### src/rtl/lnkmon_pkg.sv
package lnkmon_pkg;
  typedef enum logic {
    LNK_FAIL = 1'b0,
    LNK_PASS = 1'b1
  } lnk_state_e;

  localparam int NUM_EN  = 4;
  localparam int EN_TX   = 0;
  localparam int EN_RX   = 1;
  localparam int EN_LPBK = 2;
  localparam int EN_COLL = 3;
endpackage

### src/rtl/lnkmon_pulse_run.sv
// Counts consecutive same-polarity link pulses and flags the one completing the run.
module lnkmon_pulse_run #(
  parameter int RUN_LEN = 6
) (
  input  logic clk,
  input  logic rst,
  input  logic clear,
  input  logic pulse,
  input  logic pol,
  output logic run_met
);
  localparam int CW = $clog2(RUN_LEN + 1);

  logic [CW-1:0] cnt_q, cnt_nxt;
  logic          pol_q;

  always_comb begin
    cnt_nxt = cnt_q;
    if (pulse) begin
      if (cnt_q != '0 && pol == pol_q) begin
        if (cnt_q != CW'(RUN_LEN))
          cnt_nxt = cnt_q + CW'(1);
      end else begin
        cnt_nxt = CW'(1);
      end
    end
  end

  assign run_met = pulse && (cnt_nxt == CW'(RUN_LEN));

  always_ff @(posedge clk) begin
    if (rst || clear) begin
      cnt_q <= '0;
      pol_q <= 1'b0;
    end else begin
      cnt_q <= cnt_nxt;
      if (pulse)
        pol_q <= pol;
    end
  end
endmodule

### src/rtl/lnkmon_idle_timer.sv
// Counts millisecond ticks without line activity while the link is up.
module lnkmon_idle_timer #(
  parameter int IDLE_MS = 100
) (
  input  logic clk,
  input  logic rst,
  input  logic run,
  input  logic activity,
  input  logic tick,
  output logic expire
);
  localparam int TW = (IDLE_MS < 2) ? 1 : $clog2(IDLE_MS);

  logic [TW-1:0] cnt_q;

  assign expire = run && tick && !activity && (cnt_q == TW'(IDLE_MS - 1));

  always_ff @(posedge clk) begin
    if (rst || !run || activity || expire)
      cnt_q <= '0;
    else if (tick)
      cnt_q <= cnt_q + TW'(1);
  end
endmodule

### src/rtl/lnkmon_out_gate.sv
// Registers the enables and the gated activity indications from the next state.
module lnkmon_out_gate
  import lnkmon_pkg::*;
#(
  parameter int N_EN = NUM_EN
) (
  input  logic            clk,
  input  logic            rst,
  input  logic            pass_d,
  input  logic            test_off,
  input  logic            xmt_act,
  input  logic            rcv_act,
  input  logic            col_act,
  output logic [N_EN-1:0] en_q,
  output logic            xmt_q,
  output logic            rcv_q,
  output logic            col_q,
  output logic            req_q
);
  for (genvar i = 0; i < N_EN; i++) begin : g_en
    always_ff @(posedge clk) begin
      if (rst) en_q[i] <= 1'b0;
      else     en_q[i] <= pass_d | test_off;
    end
  end

  always_ff @(posedge clk) begin
    req_q <= 1'b1;
    if (rst) begin
      xmt_q <= 1'b0;
      rcv_q <= 1'b0;
      col_q <= 1'b0;
    end else begin
      xmt_q <= pass_d & xmt_act;
      rcv_q <= pass_d & rcv_act;
      col_q <= pass_d & col_act;
    end
  end
endmodule

### src/rtl/tp_link_monitor.sv
module tp_link_monitor
  import lnkmon_pkg::*;
#(
  parameter int RUN_LEN = 6,
  parameter int IDLE_MS = 100
) (
  input  logic clk,
  input  logic rst,
  input  logic lp_seen,
  input  logic lp_neg,
  input  logic rx_data_valid,
  input  logic ms_tick,
  input  logic link_test_off,
  input  logic port_sel_evt,
  input  logic sw_reset,
  input  logic xmt_act,
  input  logic rcv_act,
  input  logic col_act,
  output logic link_up,
  output logic tx_en,
  output logic rx_en,
  output logic lpbk_en,
  output logic coll_en,
  output logic xmt_ind,
  output logic rcv_ind,
  output logic col_ind,
  output logic lp_tx_req
);
  lnk_state_e state_q, state_d;
  logic run_met, idle_expire, run_clear;
  logic [NUM_EN-1:0] en_vec;
  logic sw_reset_unused;

  // The software reset is deliberately not connected to any state.
  assign sw_reset_unused = sw_reset;

  assign run_clear = (state_q == LNK_PASS) || port_sel_evt;

  lnkmon_pulse_run #(.RUN_LEN(RUN_LEN)) u_run (
    .clk     (clk),
    .rst     (rst),
    .clear   (run_clear),
    .pulse   (lp_seen),
    .pol     (lp_neg),
    .run_met (run_met)
  );

  lnkmon_idle_timer #(.IDLE_MS(IDLE_MS)) u_idle (
    .clk      (clk),
    .rst      (rst),
    .run      (state_q == LNK_PASS),
    .activity (lp_seen | rx_data_valid),
    .tick     (ms_tick),
    .expire   (idle_expire)
  );

  always_comb begin
    state_d = state_q;
    case (state_q)
      LNK_FAIL: if (rx_data_valid || run_met) state_d = LNK_PASS;
      LNK_PASS: if (idle_expire)              state_d = LNK_FAIL;
      default:                                state_d = LNK_FAIL;
    endcase
    if (port_sel_evt)
      state_d = LNK_FAIL;
  end

  always_ff @(posedge clk) begin
    if (rst) state_q <= LNK_FAIL;
    else     state_q <= state_d;
  end

  assign link_up = (state_q == LNK_PASS);

  lnkmon_out_gate #(.N_EN(NUM_EN)) u_gate (
    .clk      (clk),
    .rst      (rst),
    .pass_d   (state_d == LNK_PASS),
    .test_off (link_test_off),
    .xmt_act  (xmt_act),
    .rcv_act  (rcv_act),
    .col_act  (col_act),
    .en_q     (en_vec),
    .xmt_q    (xmt_ind),
    .rcv_q    (rcv_ind),
    .col_q    (col_ind),
    .req_q    (lp_tx_req)
  );

  assign tx_en   = en_vec[EN_TX];
  assign rx_en   = en_vec[EN_RX];
  assign lpbk_en = en_vec[EN_LPBK];
  assign coll_en = en_vec[EN_COLL];
endmodule

### config.mk
export PLATFORM = sky130hd
export DESIGN_NAME = tp_link_monitor
export DESIGN_NICKNAME = d
export VERILOG_FILES = /design/src/rtl/lnkmon_pkg.sv /design/src/rtl/lnkmon_pulse_run.sv /design/src/rtl/lnkmon_idle_timer.sv /design/src/rtl/lnkmon_out_gate.sv /design/src/rtl/tp_link_monitor.sv
export SDC_FILE = /design/constraint.sdc
export NUM_CORES = 1
export LEC_CHECK = 0
export BUFFER_PORTS_ARGS = -buffer_cell sky130_fd_sc_hd__buf_2
export CORE_UTILIZATION = 35
export CTS_CLUSTER_DIAMETER = 100
export DETAILED_ROUTE_END_ITERATION = 7
export SLEW_MARGIN = 20
export SYNTH_ARGS = -nofsm -noshare
export SYNTH_HDL_FRONTEND = slang
export SYNTH_SLANG_ARGS = --single-unit
### constraint.sdc
create_clock -name clk -period 2.7 [get_ports clk]
set_input_delay 0.27 -clock clk [delete_from_list [all_inputs] [get_ports clk]]
set_output_delay 0.27 -clock clk [all_outputs]
set_load 0.01 [all_outputs]
Yosys cells after proc, flatten, opt, wreduce, memory -nomap -nowiden:

Cells that the tools add are included.

* bits of input ports: 12
* flip-flop bits (word level): 16
* logic and storage cells: 41

* equal/unequal tests: 4
* bitwise operators: 6
* muxes and demuxes: 7
* add/subtract/negate cells: 2
* reductions and logical operators: 14

Operators with widths (number)
* 3-bit two-way mux: 3
* 7-bit by 1-bit adder with 7-bit output, second input constant: 1
* 7-bit equality test, second input constant: 1
* 1-bit logical OR: 6
* 1-bit logical AND: 5
* 3-bit by 1-bit adder with 3-bit output, second input constant: 1
* 1-bit bitwise AND: 3
* 3-bit equality test, second input constant: 1
* 1-bit two-way mux: 3
* 3-bit != test, second input constant: 1
* 3-bit nonzero test: 1
* 1-bit logical NOT: 2
* 1-bit bitwise OR: 2
* 1-bit case mux with 2 select lines: 1
* 1-bit equality test: 1
* 1-bit inverter: 1

Longest topological paths before layout:

Gate-level depths: netlist (run 1).

* word-level depth: 11
* gate-level depth with buffers: 5
* gate-level depth less buffers: 5

Cells and area by module:

A second synthesis (run 1) with hierarchy kept.

* cell total of the unflattened synthesis: 88
* area total of the unflattened synthesis: 834.6 µm²

By module, submodules not included
* lnkmon_idle_timer: seq. area each 140.1 µm², area each 342.8 µm², cells an instance 38, times used 1
* lnkmon_pulse_run: seq. area each 80.1 µm², area each 286.5 µm², cells an instance 31, times used 1
* lnkmon_out_gate: seq. area each 80.1 µm², area each 150.1 µm², cells an instance 13, times used 1
* tp_link_monitor: seq. area each 20.0 µm², area each 55.1 µm², cells an instance 6, times used 1

Worst setup path before layout (run 1):

Ideal clock, no wire load.

* path type: register -> register
* from: register u_run.cnt_q[0]
* to: register u_gate.en_q[1]
* slack: 1203 ps
* library setup time: 136 ps
* stages on the path, launching flop included: 6
* buffers on the path: 0
* arrival: 1361 ps
* cells stage by stage: dfxtp_1 > inv_1 > ha_1 > and3b_1 > nor4_2 > o32ai_1

* word-level cells in the longest chain between the ends: 11

Ends and longest elaborated chain
* start, declared: RTL line lnkmon_pulse_run.sv:14 `logic [CW-1:0] cnt_q, cnt_nxt;`
* start signal, assigned: RTL line lnkmon_pulse_run.sv:36 `cnt_q <= cnt_nxt;`
* 3-bit by 1-bit adder with 3-bit output, or another cell as far along: RTL line lnkmon_pulse_run.sv:22 `cnt_nxt = cnt_q + CW'(1);`
* 3-bit two-way mux or 1-bit logical AND (tied branches): RTL line lnkmon_pulse_run.sv:21, lnkmon_pulse_run.sv:20
* 3-bit two-way mux: RTL line lnkmon_pulse_run.sv:20 `if (cnt_q != '0 && pol == pol_q) begin`
* 3-bit two-way mux *: RTL line lnkmon_pulse_run.sv:19 `if (pulse) begin`
* 3-bit equality test *: RTL line lnkmon_pulse_run.sv:29 `assign run_met = pulse && (cnt_nxt == CW'(RUN_LEN));`
* 1-bit logical AND *: RTL line lnkmon_pulse_run.sv:29
* 1-bit logical OR *: RTL line tp_link_monitor.sv:60 `LNK_FAIL: if (rx_data_valid || run_met) state_d = LNK_PASS;`
* 1-bit two-way mux *: RTL line tp_link_monitor.sv:60
* 1-bit case mux with 2 select lines *: RTL line tp_link_monitor.sv:59 `case (state_q)`
* 1-bit two-way mux *: RTL line tp_link_monitor.sv:64 `if (port_sel_evt)`
* 1-bit bitwise OR *: RTL line lnkmon_out_gate.sv:23 `else en_q[i] <= pass_d | test_off;`
* end signal, assigned by index: RTL line lnkmon_out_gate.sv:23
* end, declared: RTL line lnkmon_out_gate.sv:14 `output logic [N_EN-1:0] en_q,`

Mark *: on every way between the ends. The rest lies on a longest branch, timed or not.
A chain may end at the register's enable or synchronous reset.

Final worst setup path (run 1):

Ends and elaborated chain as after synthesis.

==> results of run 1 <==
-- worst register-to-register path, stage by stage (launching register included) --
cell and delay, ns:
sky130_fd_sc_hd__dfxtp_1 0.43, sky130_fd_sc_hd__inv_1 0.09, sky130_fd_sc_hd__ha_1 0.25, sky130_fd_sc_hd__and3b_1 0.18, sky130_fd_sc_hd__nor4_2 0.46, sky130_fd_sc_hd__o32ai_1 0.16
-- power by group through the flow --
stage	combinational [mW]	clock, mW	sequential, mW
6_report	0.0449	0.116	0.243
2_1_floorplan	0.0330	0	0.249
3_5_place_dp	0.0451	0	0.248
5_1_grt	0.0495	0.137	0.244
3_3_place_gp	0.0445	0	0.248
4_1_cts	0.0453	0.122	0.243
-- registers in the layout, indices dropped and copies added (netlist names) --
name	flops
link_up	1
u_gate.en_q	1
u_gate.xmt_q	1
u_gate.rcv_q	1
u_run.pol_q	1
u_idle.cnt_q	7
u_run.cnt_q	3
u_gate.col_q	1
-- logic make-up (layout without fill, tap and decap cells) --
group | Yosys count | after routing | share of synthesized area
simple gates | 35 | 35 | 0.267
flops | 16 | 16 | 0.386
compound gates | 14 | 14 | 0.123
buf+inv | 10 | 25 | 0.0738
xor+xnor | 5 | 5 | 0.0618
fa+ha+maj | 4 | 4 | 0.0602
mux | 2 | 2 | 0.0241
other cells | 1 | 1 | 0.00451
-- worst max path at each step --
stage / startpoint / end / depth (start not counted)
after floorplan: u_run.cnt_q[0] / u_gate.en_q[1] / 5
after global placement: u_run.cnt_q[0] / u_gate.en_q[1] / 5
after detailed placement: u_run.cnt_q[0] / u_gate.en_q[1] / 5
after CTS: u_run.cnt_q[0] / u_gate.en_q[1] / 5
after global routing: u_run.cnt_q[0] / u_gate.en_q[1] / 5
final: u_run.cnt_q[0] / u_gate.en_q[1] / 5
-- metrics by stage --
| step | setup slack [ns] | instances | utilization |
|---|---|---|---|
| after floorplan | 1.20 | 87 | - |
| after global placement | 1.02 | 127 | 0.407 |
| after detailed placement | 0.981 | 127 | 0.407 |
| after CTS | 0.950 | 130 | 0.417 |
| after global routing | 0.834 | 130 | 0.417 |
| final | 0.993 | 130 | 0.417 |
-- cells in the final DEF (no fill, tap or decap), types with 2 or more instances in the layout --
cell and n:
sky130_fd_sc_hd__clkbuf_4 3, sky130_fd_sc_hd__xor2_1 3, sky130_fd_sc_hd__ha_1 4, sky130_fd_sc_hd__a21oi_1 4
sky130_fd_sc_hd__nand2_1 5, sky130_fd_sc_hd__buf_2 18, sky130_fd_sc_hd__a41oi_1 2, sky130_fd_sc_hd__nor2_1 7
sky130_fd_sc_hd__a31oi_1 2, sky130_fd_sc_hd__o21ai_0 2, sky130_fd_sc_hd__dfxtp_1 16, sky130_fd_sc_hd__nor3_1 2
sky130_fd_sc_hd__inv_1 4, sky130_fd_sc_hd__and3b_1 2, sky130_fd_sc_hd__nand4_1 4, sky130_fd_sc_hd__nor4b_1 4
sky130_fd_sc_hd__or3_1 4, sky130_fd_sc_hd__mux2i_1 2
-- layout make-up --
cell class | instances | area (um2) | share of cell area
multi-input cells | 61 | 449 | 0.482
flip-flops and latches | 16 | 320 | 0.344
repair buffers | 18 | 90.1 | 0.0966
well taps | 28 | 35.0 | 0.0376
clock buffers | 3 | 22.5 | 0.0242
inverters | 4 | 15.0 | 0.0161
-- per-layer routing --
layer  vias to the layer above  share of wire  wire length [um]  track usage
met1                       313           0.50               698        0.166
met2                        10           0.47               655        0.207
met3                         2          0.026                37       0.0273
met5                         -              0                 0            0
met4                         0         0.0085                12       0.0694
li1                        338              -                 -            -
==> results, run 1 <==
- The number of remaining DRC errors is 0.
- The count of flip-flops with a built-in enable after synthesis is 0.
- Input and output buffers added on the ports amount to 18.
- For this design the ratio of total power to cell area is around 430 mW/mm2.
- Across the VDD grid, the largest voltage drop is between 0.2 and 0.25 mV.
- The proportion of synthesized flip-flops having asynchronous set or reset is 0.
- By instance count, the leading cell after synthesis is sky130_fd_sc_hd__dfxtp_1.
- The critical path goes through inv_1 -> ha_1 -> and3b_1 -> nor4_2 -> o32ai_1.
- The path class of the tightest hold or removal check is input pin to register.
- The remaining antenna violation count after routing is 0.
- Of the total power, combinational logic draws 0.111.
- After synthesis, the most frequently instantiated cells are sky130_fd_sc_hd__dfxtp_1 (16), sky130_fd_sc_hd__nor2_1 (7), sky130_fd_sc_hd__nand2_1 (5).
- The initial antenna violation count is 0.
- The data required time at the worst endpoint is about 2.9 ns.
- The final worst-path cycle share is 0.632.
- The number of buffers inserted by hold repair at cts is 0.
- The number of cells on the worst reg-to-reg path is 5.
- The floorplan step set the die width to around 51 um.
- CTS placed an instance of sky130_fd_sc_hd__clkbuf_4 at the clock tree root.
- The count of pins over their slew limit is 0.
- The routed length per instance is between 10 and 15 um.
- Summed over all failing endpoints, the final setup total negative slack is 0 ns.
- The buffer and inverter count on the worst path is 1.
- The maximum number of buffers from clock root to sink is 2.
- Power comes to 0.403 mW.
- The transition time at the pin with the least slew margin is 0.498 ns.
- The total die area is between 0.002 and 0.003 mm2.
- The cell-internal power is 0.312 mW.
- The critical path class is register to register.
- By area the synthesized netlist is led by sky130_fd_sc_hd__dfxtp_1 (39%), sky130_fd_sc_hd__ha_1 (6.0%), sky130_fd_sc_hd__nor4b_1 (4.2%).
- In this run the mean area of a mapped cell was roughly 9.5 um2.
- After routing the design area is around 930 um2.
- For the final database, setup skew stands at approximately 0.0033 ns.
- The maximum cell stage delay along the critical path is about 0.46 ns.
- The startpoint identified for the worst hold timing path is rst.
- The worst hold slack after final layout is ~0.23 ns.
- The clock drives 16 sinks.
- TritonCTS built the clock tree.
- The number of global-route vias before repair is about 640.
- The prevailing post-synth register cell is sky130_fd_sc_hd__dfxtp_1.
- The sink of the worst hold path is u_gate.en_q[1].
- The type of element capturing the critical path is a register.
- The sequential share of the synthesized area is 0.386.
- STA classifies the critical path startpoint as a register.
- The share of total power dissipated in sequential elements is 0.601.
- Entering global routing, the biggest net connects 9 pins.
- The overall via count from detail_route is 663.
- The cell area that synthesis handed to floorplanning was roughly 830 um2.
- In this run the register-to-register setup slack is between 0.9 and 1 ns.
- Setup violations remaining at the end of the flow were counted as 0.
- The post-cts repair resize count is 0.
- The clock latency of the later-clocked register in the worst-skew pair is ~0.27 ns.
- The most area-hungry cell type in the Yosys netlist is sky130_fd_sc_hd__dfxtp_1.
- Summed over all cells, the static leakage comes to 0.378 nW.
- The TritonCTS buffer count is 3.
- Derived from the worst setup path, the maximum achievable clock frequency is ~0.59 GHz.
- After detailed routing, the number of vias per cell comes to a little over 5.
- Fill cells in the final layout number 230.
- The worst register-to-register path ends at u_gate.en_q[1].
- For this run, the number of Yosys warnings is 0.
- The worst register-to-register path begins at u_run.cnt_q[0].
- The peak fanout along the critical path is 7.
- The residual overflow from global routing is 0.
- Relative to the synthesized area, the layout overhead comes to 12.2%.
- In this run the number of H-tree levels came out at 1.
- The final-report hold violation count is 0.
- The area of the placeable core is between 0.002 and 0.0025 mm2.
- Synthesis handed over a netlist of 87 instances.
- The power spent charging and discharging nets is 0.0919 mW.
- The post-synthesis net count is around 100.
- The total iterations of the first detailed-routing run is 4.
- The master of the slowest instance on the critical path is sky130_fd_sc_hd__nor4_2.
- The initial core utilization is 0.372.
- On the critical path the largest part of the delay comes from simple AND/OR/NAND/NOR gates.
- The first-pass GRT wire length is 2570 um.
- The final net count is 120.
- Clock-pin slew was measured on the worst setup and hold paths at around 0.080 ns.
- The count of distinct cell types in the synthesized netlist is 33.
- The overall track demand over capacity in global routing is 0.131.
- The switching power as a share of total power is 0.228.
- The congestion estimate from routability-driven global placement came to 0.711.
- Setup repair after global routing left no endpoint under its margin.
- The die is between 50 and 60 um tall.
- The time the final worst path needs with I/O delays and setup is about 1.7 ns.
- For this block, the routed nets add up to 1400 um of wire.
- The worst hold path passes through 2 cells.
- The relative contribution of the clock network to total power is 0.287.
- The iteration-0 DRC count of the detailed router is 17.
- The number of rows in the core area is 17.
- Synthesis inferred 16 register bits.
- The number of top-level design ports is 21.
- Of the cells placed in the final design, the portion with a size suffix greater than 1 is 0.265.
- The run finished with clean final reports.
- Max-cap violations in this run came to 0.
- The top cell type's share of synthesized area is 0.386.
- The cell area after placement is about 910 um2.
- 0 antenna diodes ended up in the layout.
- The number of setup buffers added after CTS is 0.
- Data on the critical path arrives at its endpoint at ~1.9 ns.
- The worst-case headroom to the max-slew limit is 0.663.
Power figures use the tool's default switching activity.
==> run 2: changes to the inputs <==
--- a/config.mk
+++ b/config.mk
@@ -5,6 +5,7 @@
 export SDC_FILE = /design/constraint.sdc
 export NUM_CORES = 1
 export LEC_CHECK = 0
+export ABC_AREA = 1
 export BUFFER_PORTS_ARGS = -buffer_cell sky130_fd_sc_hd__buf_2
 export CORE_UTILIZATION = 35
 export CTS_CLUSTER_DIAMETER = 100
==> constraint.sdc (replaced) <==
create_clock -name clk -period 1.6 [get_ports clk]
set_input_delay 0.16 -clock clk [delete_from_list [all_inputs] [get_ports clk]]
set_output_delay 0.16 -clock clk [all_outputs]
set_load 0.01 [all_outputs]
==> run 2 against run 1 <==
Compared with the run above: cell area grew 1.9%; largest cell class unchanged; largest power group unchanged; wire length shrank 6.0%; clock-buffer cell count is 1 higher.
==> results, run 2 <==
- The most frequent cell after synthesis is sky130_fd_sc_hd__nand2_1 (was sky130_fd_sc_hd__dfxtp_1).
- The time the final worst path needs with I/O delays and setup is 1.34 ns (was 1.71 ns).
- The number of setup violations in the final report is 0 (unchanged).
- The cell count after synthesis was 109 (was 87).
- Critical path, cell by cell: inv_1 -> ha_1 -> nor2_1 -> nand2_1 -> nand2_1 -> nor2_1 -> nand3_1 -> nand2_1 -> nand2_2 -> nand2_1 (was inv_1 -> ha_1 -> and3b_1 -> nor4_2 -> o32ai_1).
- The number of top-level design ports is 21 (unchanged).
- The setup TNS after final layout is 0 ns (unchanged).
- The end of the worst register-to-register path is u_gate.en_q[1] (unchanged).
- The count of flip-flops with a built-in enable after synthesis is 0 (unchanged).
- The iteration-0 DRC count of the detailed router was 16 (was 17).
- The power per standard cell area is 788 mW/mm2 (was 433 mW/mm2).
- The leading cell type in the layout, fill and taps excluded was sky130_fd_sc_hd__nand2_1 (was sky130_fd_sc_hd__buf_2).
- The core utilization of the finished layout came to 0.425 (was 0.417).
- The prevailing post-synth register cell is sky130_fd_sc_hd__dfxtp_1 (unchanged).
- The clock tree from TritonCTS is built (unchanged).
- The CTS H-tree depth is 1 (unchanged).
- The fraction of layout instances using a drive strength above 1 is 0.246 (was 0.265).
- The sink of the worst hold path is u_gate.en_q[1] (unchanged).
- The number of buffers inserted by hold repair at cts is 0 (unchanged).
- The residual overflow from global routing is 0 (unchanged).
- The TritonCTS buffer count was 3 (unchanged).
- The type of element capturing the critical path is a register (unchanged).
- The worst path setup slack after routing was 0.257 ns (was 0.993 ns).
- The total die area is 0.00257 mm2 (about the same).
- The overall via count from detail_route was 688 (was 663).
- The TritonCTS sink count was 16 (unchanged).
- The startpoint of the worst-slack reg-to-reg timing path is u_run.cnt_q[0] (unchanged).
- The proportion of synthesized flip-flops having asynchronous set or reset is 0 (unchanged).
- Counting stages on the worst path, the most repeated cell is sky130_fd_sc_hd__nand2_1.
- The number of buffers inserted to repair setup after CTS came to 0 (unchanged).
- The initial antenna violation count is 0 (unchanged).
- The maximum number of buffers from clock root to sink came to 2 (unchanged).
- The number of max-capacitance violations reported was 0 (unchanged).
- The remaining antenna violation count after routing is 0 (unchanged).
- The routed length per instance came to 8.57 um (was 10.8 um).
- The post-synthesis net count is 125 (was 103).
- The initial core utilization is 0.371 (was 0.372).
- The total iterations of the first detailed-routing run came to 4 (unchanged).
- Once detailed placement completed, the half-perimeter wirelength came to 1050 um.
- The data required time at the worst endpoint was 1.78 ns (was 2.85 ns).
- The synthesized area divided by synthesized cell count is 7.61 um2 (was 9.55 um2).
- The height of the die is 50.7 um (about the same).
- The area added between synthesis and finish was 14.5% (was 12.2%).
- The first-pass GRT wire length is 2180 um (was 2570 um).
- The worst min-delay path class is input pin to register (unchanged).
- The number of flip-flops under the largest register name came to 7 (unchanged).
- The yosys synthesis warning count was 0 (unchanged).
- The cell area after placement is 913 um2 (was 910 um2).
- The maximum cell stage delay along the critical path is 0.37 ns (was 0.46 ns).
- The pin count of the biggest net entering global routing is 10 (was 9).
- The total standard cell area after synthesis was 830 um2 (was 831 um2).
- The number of rows in the core area is 17 (unchanged).
- The final-report hold violation count came to 0 (unchanged).
- The register with the highest flop count is u_idle.cnt_q (unchanged).
- The ratio of routed vias to standard cells is 4.47 (was 5.10).
- The launch instance of the worst min-delay path is link_test_off (was rst).
- The master of the slowest instance on the critical path is sky130_fd_sc_hd__dfxtp_1 (was sky130_fd_sc_hd__nor4_2).
- The length in cells of the worst reg-to-reg path is 10 (was 5).
- The setup slack after placement is 0.258 ns (was 0.981 ns).
- The peak fanout along the critical path came to 5 (was 7).
- The largest clock skew in the final design is 0.00527 ns (was 0.00329 ns).
- The static leakage power is 0.455 nW (was 0.378 nW).
- The quantity of I/O buffers inserted on ports came to 18 (unchanged).
- The final net count is 143 (was 120).
- The final worst-path cycle share is 0.839 (was 0.632).
- The total of flip-flops plus latches after synthesis was 16 (unchanged).
- The multi-input combinational cell area came to 412 um2 (was 449 um2).
- The worst vdd rail ir drop came to 0.658 mV (was 0.214 mV).
- The clock latency of the later-clocked register in the worst-skew pair is 0.29 ns (was 0.27 ns).
- The post-cts repair resize count is 0 (unchanged).
- The count of pins over their slew limit is 0 (unchanged).
- Most frequent cells in the layout: sky130_fd_sc_hd__nand2_1 (24), sky130_fd_sc_hd__buf_2 (18), sky130_fd_sc_hd__nor2_1 (17) (was sky130_fd_sc_hd__buf_2 (18), sky130_fd_sc_hd__dfxtp_1 (16), sky130_fd_sc_hd__nor2_1 (7)).
- The number of remaining DRC errors is 0 (unchanged).
- Outcome: completed (unchanged).
- The CTS clock-pin slew for the worst setup and hold paths is 0.09 ns (was 0.08 ns).
- Setup repair after global routing missed its margin: no (unchanged).
- The cell at the root of the clock tree was sky130_fd_sc_hd__clkbuf_4 (unchanged).
- The overall die width is 50.7 um (about the same).
- The arrival time at the worst endpoint was 1.52 ns (was 1.85 ns).
- Leading registers by flop count: u_idle.cnt_q: 7 flops, u_run.cnt_q: 3 flops (unchanged).
- The area of the placeable core is 0.00223 mm2 (unchanged).
- The cell count of the worst hold path came to 3 (was 2).
- The final-layout fill cell count is 238 (was 230).
- The power after layout is 0.749 mW (was 0.403 mW).
- Top cells by instance count after synthesis: sky130_fd_sc_hd__nand2_1 (24), sky130_fd_sc_hd__nor2_1 (17), sky130_fd_sc_hd__dfxtp_1 (16) (was sky130_fd_sc_hd__dfxtp_1 (16), sky130_fd_sc_hd__nor2_1 (7), sky130_fd_sc_hd__nand2_1 (5)).
- The top cell type's share of synthesized area is 0.386 (about the same).
- The number of global-route vias before repair came to 568 (was 639).
- The global placer's final weighted congestion was 0.754 (was 0.711).
- The minimum setup slack among reg-to-reg paths is 0.26 ns (was 0.99 ns).
- The most area-hungry cell type in the Yosys netlist was sky130_fd_sc_hd__dfxtp_1 (unchanged).
- The final design area excluding fillers came to 950 um2 (was 932 um2).
- Largest cells by area after synthesis: sky130_fd_sc_hd__dfxtp_1 (39%), sky130_fd_sc_hd__nand2_1 (11%), sky130_fd_sc_hd__nor2_1 (7.7%) (was sky130_fd_sc_hd__dfxtp_1 (39%), sky130_fd_sc_hd__ha_1 (6.0%), sky130_fd_sc_hd__nor4b_1 (4.2%)).
- The overall track demand over capacity in global routing is 0.114 (was 0.131).
- The critical path class is register to register (unchanged).
- The antenna diode count is 0 (unchanged).
- The sequential share of the synthesized area is 0.386 (about the same).
- The nature of the critical path startpoint is a register (unchanged).
- The count of distinct cell types in the synthesized netlist is 24 (was 33).
- The upper clock frequency limit is 0.745 GHz (was 0.586 GHz).
- The footprint of the flip-flops and latches came to 320 um2 (unchanged).
- The total length of routed wires is 1320 um (was 1400 um).
-- run 2: report_power, final --
| group | total (mW) | leakage, nW | switching, mW | internal [mW] |
|---|---|---|---|---|
| sequential | 0.411 | 0.130 | 0.00476 | 0.406 |
| combinational | 0.0713 | 0.304 | 0.0406 | 0.0307 |
| clock | 0.267 | 0.0210 | 0.128 | 0.138 |
| total | 0.749 | 0.455 | 0.174 | 0.575 |
-- run 2: cells by family (layout without fill, tap and decap cells) --
family | after synthesis | after routing | share of synthesized area
AND/OR/NAND/NOR | 59 | 59 | 0.357
buffers and inverters | 20 | 37 | 0.118
flip-flops | 16 | 16 | 0.386
AO/OA/AOI/OAI | 6 | 6 | 0.0407
adder cells (fa/ha/maj) | 4 | 4 | 0.0603
XOR/XNOR | 2 | 2 | 0.0211
other | 1 | 1 | 0.00452
multiplexers | 1 | 1 | 0.0121
-- run 2: how the worst max path moves through the flow --
stage                    startpoint               to  depth (start not counted)
detailed placement   u_run.cnt_q[0]   u_gate.en_q[1]                         10
global route         u_run.cnt_q[0]   u_gate.en_q[1]                         10
CTS                 u_idle.cnt_q[0]  u_idle.cnt_q[6]                          5
floorplan           u_idle.cnt_q[0]   u_gate.en_q[1]                          7
finish               u_run.cnt_q[0]   u_gate.en_q[1]                         10
global placement     u_run.cnt_q[0]     u_gate.rcv_q                          9
-- run 2: worst max-delay path: cells and delay by family, from the launching register on --
kind          cells  cell delay [ns]
simple gates      8             0.58
flops             1             0.37
fa+ha+maj         1             0.22
buf+inv           1             0.09
-- run 2: layout make-up --
class                      instances  share of cell area
clock buffer                       4              0.0382
inverter                          15              0.0593
multi-input combinational         73               0.433
sequential                        16               0.337
tap                               28              0.0369
timing repair buffer              18              0.0949
-- run 2: routing by layer --
metal / up-vias / global-route usage / part of all wire
li1: 365 / - / -
met1: 309 / 0.118 / 0.44
met2: 12 / 0.204 / 0.51
met3: 2 / 0.0455 / 0.043
met4: 0 / 0.0417 / 0.0061
met5: - / 0 / 0
-- run 2: metrics by stage --
step / cells / hold slack, ns
finish: 154 / 0.0728
global route: 154 / 0.0539
CTS: 154 / 0.0633
detailed placement: 150 / 0.369
global placement: 150 / 0.368
floorplan: 109 / 0.271
==> run 3: changes to the inputs <==
==> constraint.sdc (replaced) <==
create_clock -name clk -period 1.4 [get_ports clk]
set_input_delay 0.14 -clock clk [delete_from_list [all_inputs] [get_ports clk]]
set_output_delay 0.14 -clock clk [all_outputs]
set_load 0.01 [all_outputs]
==> run 3 against run 2 <==
Compared with the run above: clock skew is 0.0048 ns lower; non-clock buffer count unchanged; wire length is 0.98% higher; largest cell class unchanged; highest routed layer unchanged; critical path depth is 3 lower; utilization up 1.0 points; clock-buffer cell count is the same; maximum frequency rose by 2.5%; die area unchanged.
==> results, run 3 (synthesis results as in run 2) <==
- Outcome: completed (unchanged).
- The cell count of the worst hold path is 3 (unchanged).
- The final design area excluding fillers is 972 um2 (was 950 um2).
- The peak fanout along the critical path is 5 (unchanged).
- The number of rows in the core area is 17 (unchanged).
- The TritonCTS sink count is 16 (unchanged).
- The area added between synthesis and finish is 17.2% (was 14.5%).
- The total die area is 0.00257 mm2 (unchanged).
- The residual overflow from global routing is 0 (unchanged).
- The iteration-0 DRC count of the detailed router was 3 (was 16).
- The number of max-capacitance violations reported is 0 (unchanged).
- The number of global-route vias before repair is 558 (was 568).
- The clock tree from TritonCTS is built (unchanged).
- The largest clock skew in the final design is 0.000434 ns (was 0.00527 ns).
- The setup TNS after final layout is 0 ns (unchanged).
- Most frequent cells in the layout: sky130_fd_sc_hd__nand2_1 (23), sky130_fd_sc_hd__buf_2 (18), sky130_fd_sc_hd__nor2_1 (16) (was sky130_fd_sc_hd__nand2_1 (24), sky130_fd_sc_hd__buf_2 (18), sky130_fd_sc_hd__nor2_1 (17)).
- The buffer and inverter count on the worst path came to 0 (was 1).
- The length in cells of the worst reg-to-reg path is 7 (was 10).
- The first-pass GRT wire length was 2140 um (was 2180 um).
- The quantity of I/O buffers inserted on ports is 18 (unchanged).
- The ratio of routed vias to standard cells is 4.41 (was 4.47).
- The overall via count from detail_route is 679 (was 688).
- The worst vdd rail ir drop is 0.852 mV (was 0.658 mV).
- The arrival time at the worst endpoint came to 1.49 ns (was 1.52 ns).
- The number of remaining DRC errors is 0 (unchanged).
- The startpoint of the worst-slack reg-to-reg timing path is u_idle.cnt_q[1] (was u_run.cnt_q[0]).
- The sink of the worst hold path is u_gate.col_q (was u_gate.en_q[1]).
- The initial core utilization came to 0.371 (unchanged).
- The register with the highest flop count is u_idle.cnt_q (unchanged).
- The non-filler instance count after layout came to 154 (unchanged).
- The number of flip-flops under the largest register name is 7 (unchanged).
- The CTS clock-pin slew for the worst setup and hold paths is 0.09 ns (about the same).
- The number of top-level design ports is 21 (unchanged).
- The routed length per instance is 8.66 um (was 8.57 um).
- The remaining antenna violation count after routing was 0 (unchanged).
- The data required time at the worst endpoint is 1.58 ns (was 1.78 ns).
- The critical path's top delay family is simple AND/OR/NAND/NOR gates (unchanged).
- The footprint of the flip-flops and latches is 323 um2 (was 320 um2).
- The launch instance of the worst min-delay path is col_act (was link_test_off).
- The number of setup violations in the final report was 0 (unchanged).
- The total length of routed wires is 1330 um (was 1320 um).
- The nature of the critical path startpoint is a register (unchanged).
- The maximum cell stage delay along the critical path is 0.36 ns (was 0.37 ns).
- Critical path, cell by cell: ha_1 -> nand2_2 -> nor3_2 -> nand2_1 -> o21a_1 -> nand2_2 -> nand2_1 (was inv_1 -> ha_1 -> nor2_1 -> nand2_1 -> nand2_1 -> nor2_1 -> nand3_1 -> nand2_1 -> nand2_2 -> nand2_1).
- The count of pins over their slew limit is 0 (unchanged).
- The upper clock frequency limit is 0.763 GHz (was 0.745 GHz).
- The power per standard cell area is 871 mW/mm2 (was 788 mW/mm2).
- The half-perimeter wire length after placement is 1040 um (was 1050 um).
- The global placer's final weighted congestion came to 0.755 (was 0.754).
- The antenna diode count is 0 (unchanged).
- The type of element capturing the critical path is a register (unchanged).
- The minimum setup slack among reg-to-reg paths came to 0.09 ns (was 0.26 ns).
- The final net count was 143 (unchanged).
- The final-layout fill cell count is 236 (was 238).
- The multi-input combinational cell area is 432 um2 (was 412 um2).
- The critical path class was register to register (unchanged).
- The pin count of the biggest net entering global routing is 10 (unchanged).
- The master of the slowest instance on the critical path is sky130_fd_sc_hd__dfxtp_1 (unchanged).
- The overall die width is 50.7 um (unchanged).
- The time the final worst path needs with I/O delays and setup is 1.31 ns (was 1.34 ns).
- Leading registers by flop count: u_idle.cnt_q: 7 flops, u_run.cnt_q: 3 flops (unchanged).
- The number of buffers inserted to repair setup after CTS is 0 (unchanged).
- The cell at the root of the clock tree is sky130_fd_sc_hd__clkbuf_4 (unchanged).
- The clock latency of the later-clocked register in the worst-skew pair is 0.28 ns (was 0.29 ns).
- The CTS H-tree depth is 1 (unchanged).
- The overall track demand over capacity in global routing came to 0.112 (was 0.114).
- The area of the placeable core is 0.00223 mm2 (unchanged).
- The placed instance count came to 150 (unchanged).
- The final-report hold violation count came to 0 (unchanged).
- The height of the die is 50.7 um (unchanged).
- The cell area after placement is 913 um2 (unchanged).
- The final worst-path cycle share was 0.936 (was 0.839).
- The static leakage power is 0.454 nW (was 0.455 nW).
- The end of the worst register-to-register path is u_gate.en_q[1] (unchanged).
- The initial antenna violation count is 0 (unchanged).
- The TritonCTS buffer count came to 3 (unchanged).
- The fraction of layout instances using a drive strength above 1 is 0.317 (was 0.246).
- Setup repair after global routing missed its margin: no (unchanged).
- The maximum number of buffers from clock root to sink is 2 (unchanged).
- The total iterations of the first detailed-routing run was 4 (unchanged).
- The leading cell type in the layout, fill and taps excluded is sky130_fd_sc_hd__nand2_1 (unchanged).
- The worst min-delay path class is input pin to register (unchanged).
run 3: changes by cell type in the layout (fill, tap and decap cells not counted), moves of 2 or more:
cell / change
sky130_fd_sc_hd__dfxtp_1: -2
sky130_fd_sc_hd__ha_1: -2
sky130_fd_sc_hd__ha_2: +2
sky130_fd_sc_hd__dfxtp_2: +2
run 3: how the worst max path moves through the flow:
| stage | start | end | slack, ns | cells after the start |
|---|---|---|---|---|
| global route | u_run.cnt_q[0] | u_gate.col_q | 0.005 | 10 |
| detailed placement | u_run.cnt_q[0] | u_gate.en_q[1] | 0.07 | 10 |
| global placement | u_run.cnt_q[0] | u_gate.rcv_q | 0.1 | 9 |
| floorplan | u_idle.cnt_q[0] | u_gate.en_q[1] | 0.20 | 7 |
| CTS | u_run.cnt_q[0] | u_gate.en_q[1] | 0.05 | 10 |
| finish | u_idle.cnt_q[1] | u_gate.en_q[1] | 0.09 | 7 |
run 3: worst reg2reg max path, stage by stage (launching register included):
cell and delay (ns):
sky130_fd_sc_hd__dfxtp_1 0.36, sky130_fd_sc_hd__ha_1 0.17, sky130_fd_sc_hd__nand2_2 0.09, sky130_fd_sc_hd__nor3_2 0.11, sky130_fd_sc_hd__nand2_1 0.12, sky130_fd_sc_hd__o21a_1 0.20
sky130_fd_sc_hd__nand2_2 0.10, sky130_fd_sc_hd__nand2_1 0.06
run 3: cell type report:
class	instances	share of cell area
multi-input combinational	73	0.444
timing repair buffer	18	0.0927
clock buffer	4	0.0373
inverter	15	0.0579
sequential	16	0.332
tap	28	0.0360
run 3: layer usage:
| layer | GRT usage | vias up | part of all wire |
|---|---|---|---|
| met4 | 0.0417 | 0 | 0.0060 |
| met1 | 0.117 | 297 | 0.45 |
| met5 | 0 | - | 0 |
| met3 | 0.0455 | 2 | 0.050 |
| li1 | - | 366 | - |
| met2 | 0.198 | 14 | 0.50 |
run 3: timing repair:
action                                  in CTS  in global routing
endpoints found under the setup margin       0                  6
hold buffers                                 0                  0
gates resized for setup                      0                  9
run 3: power breakdown:
group | internal [mW] | switching [mW]
Clock | 0.158 | 0.135
Sequential | 0.464 | 0.00575
Combinational | 0.0354 | 0.0475
run 3: metrics by stage:
| stage | hold slack (ns) | worst slack (ns) | power, mW | util |
|---|---|---|---|---|
| 3_5_place_dp | 0.350 | 0.0669 | 0.562 | 0.409 |
| 3_3_place_gp | 0.348 | 0.0968 | 0.562 | 0.409 |
| 4_1_cts | 0.0503 | 0.0499 | 0.858 | 0.425 |
| 2_1_floorplan | 0.251 | 0.201 | 0.541 | - |
| 5_1_grt | 0.0363 | 0.00491 | 0.898 | 0.435 |
| 6_report | 0.0547 | 0.0901 | 0.847 | 0.435 |
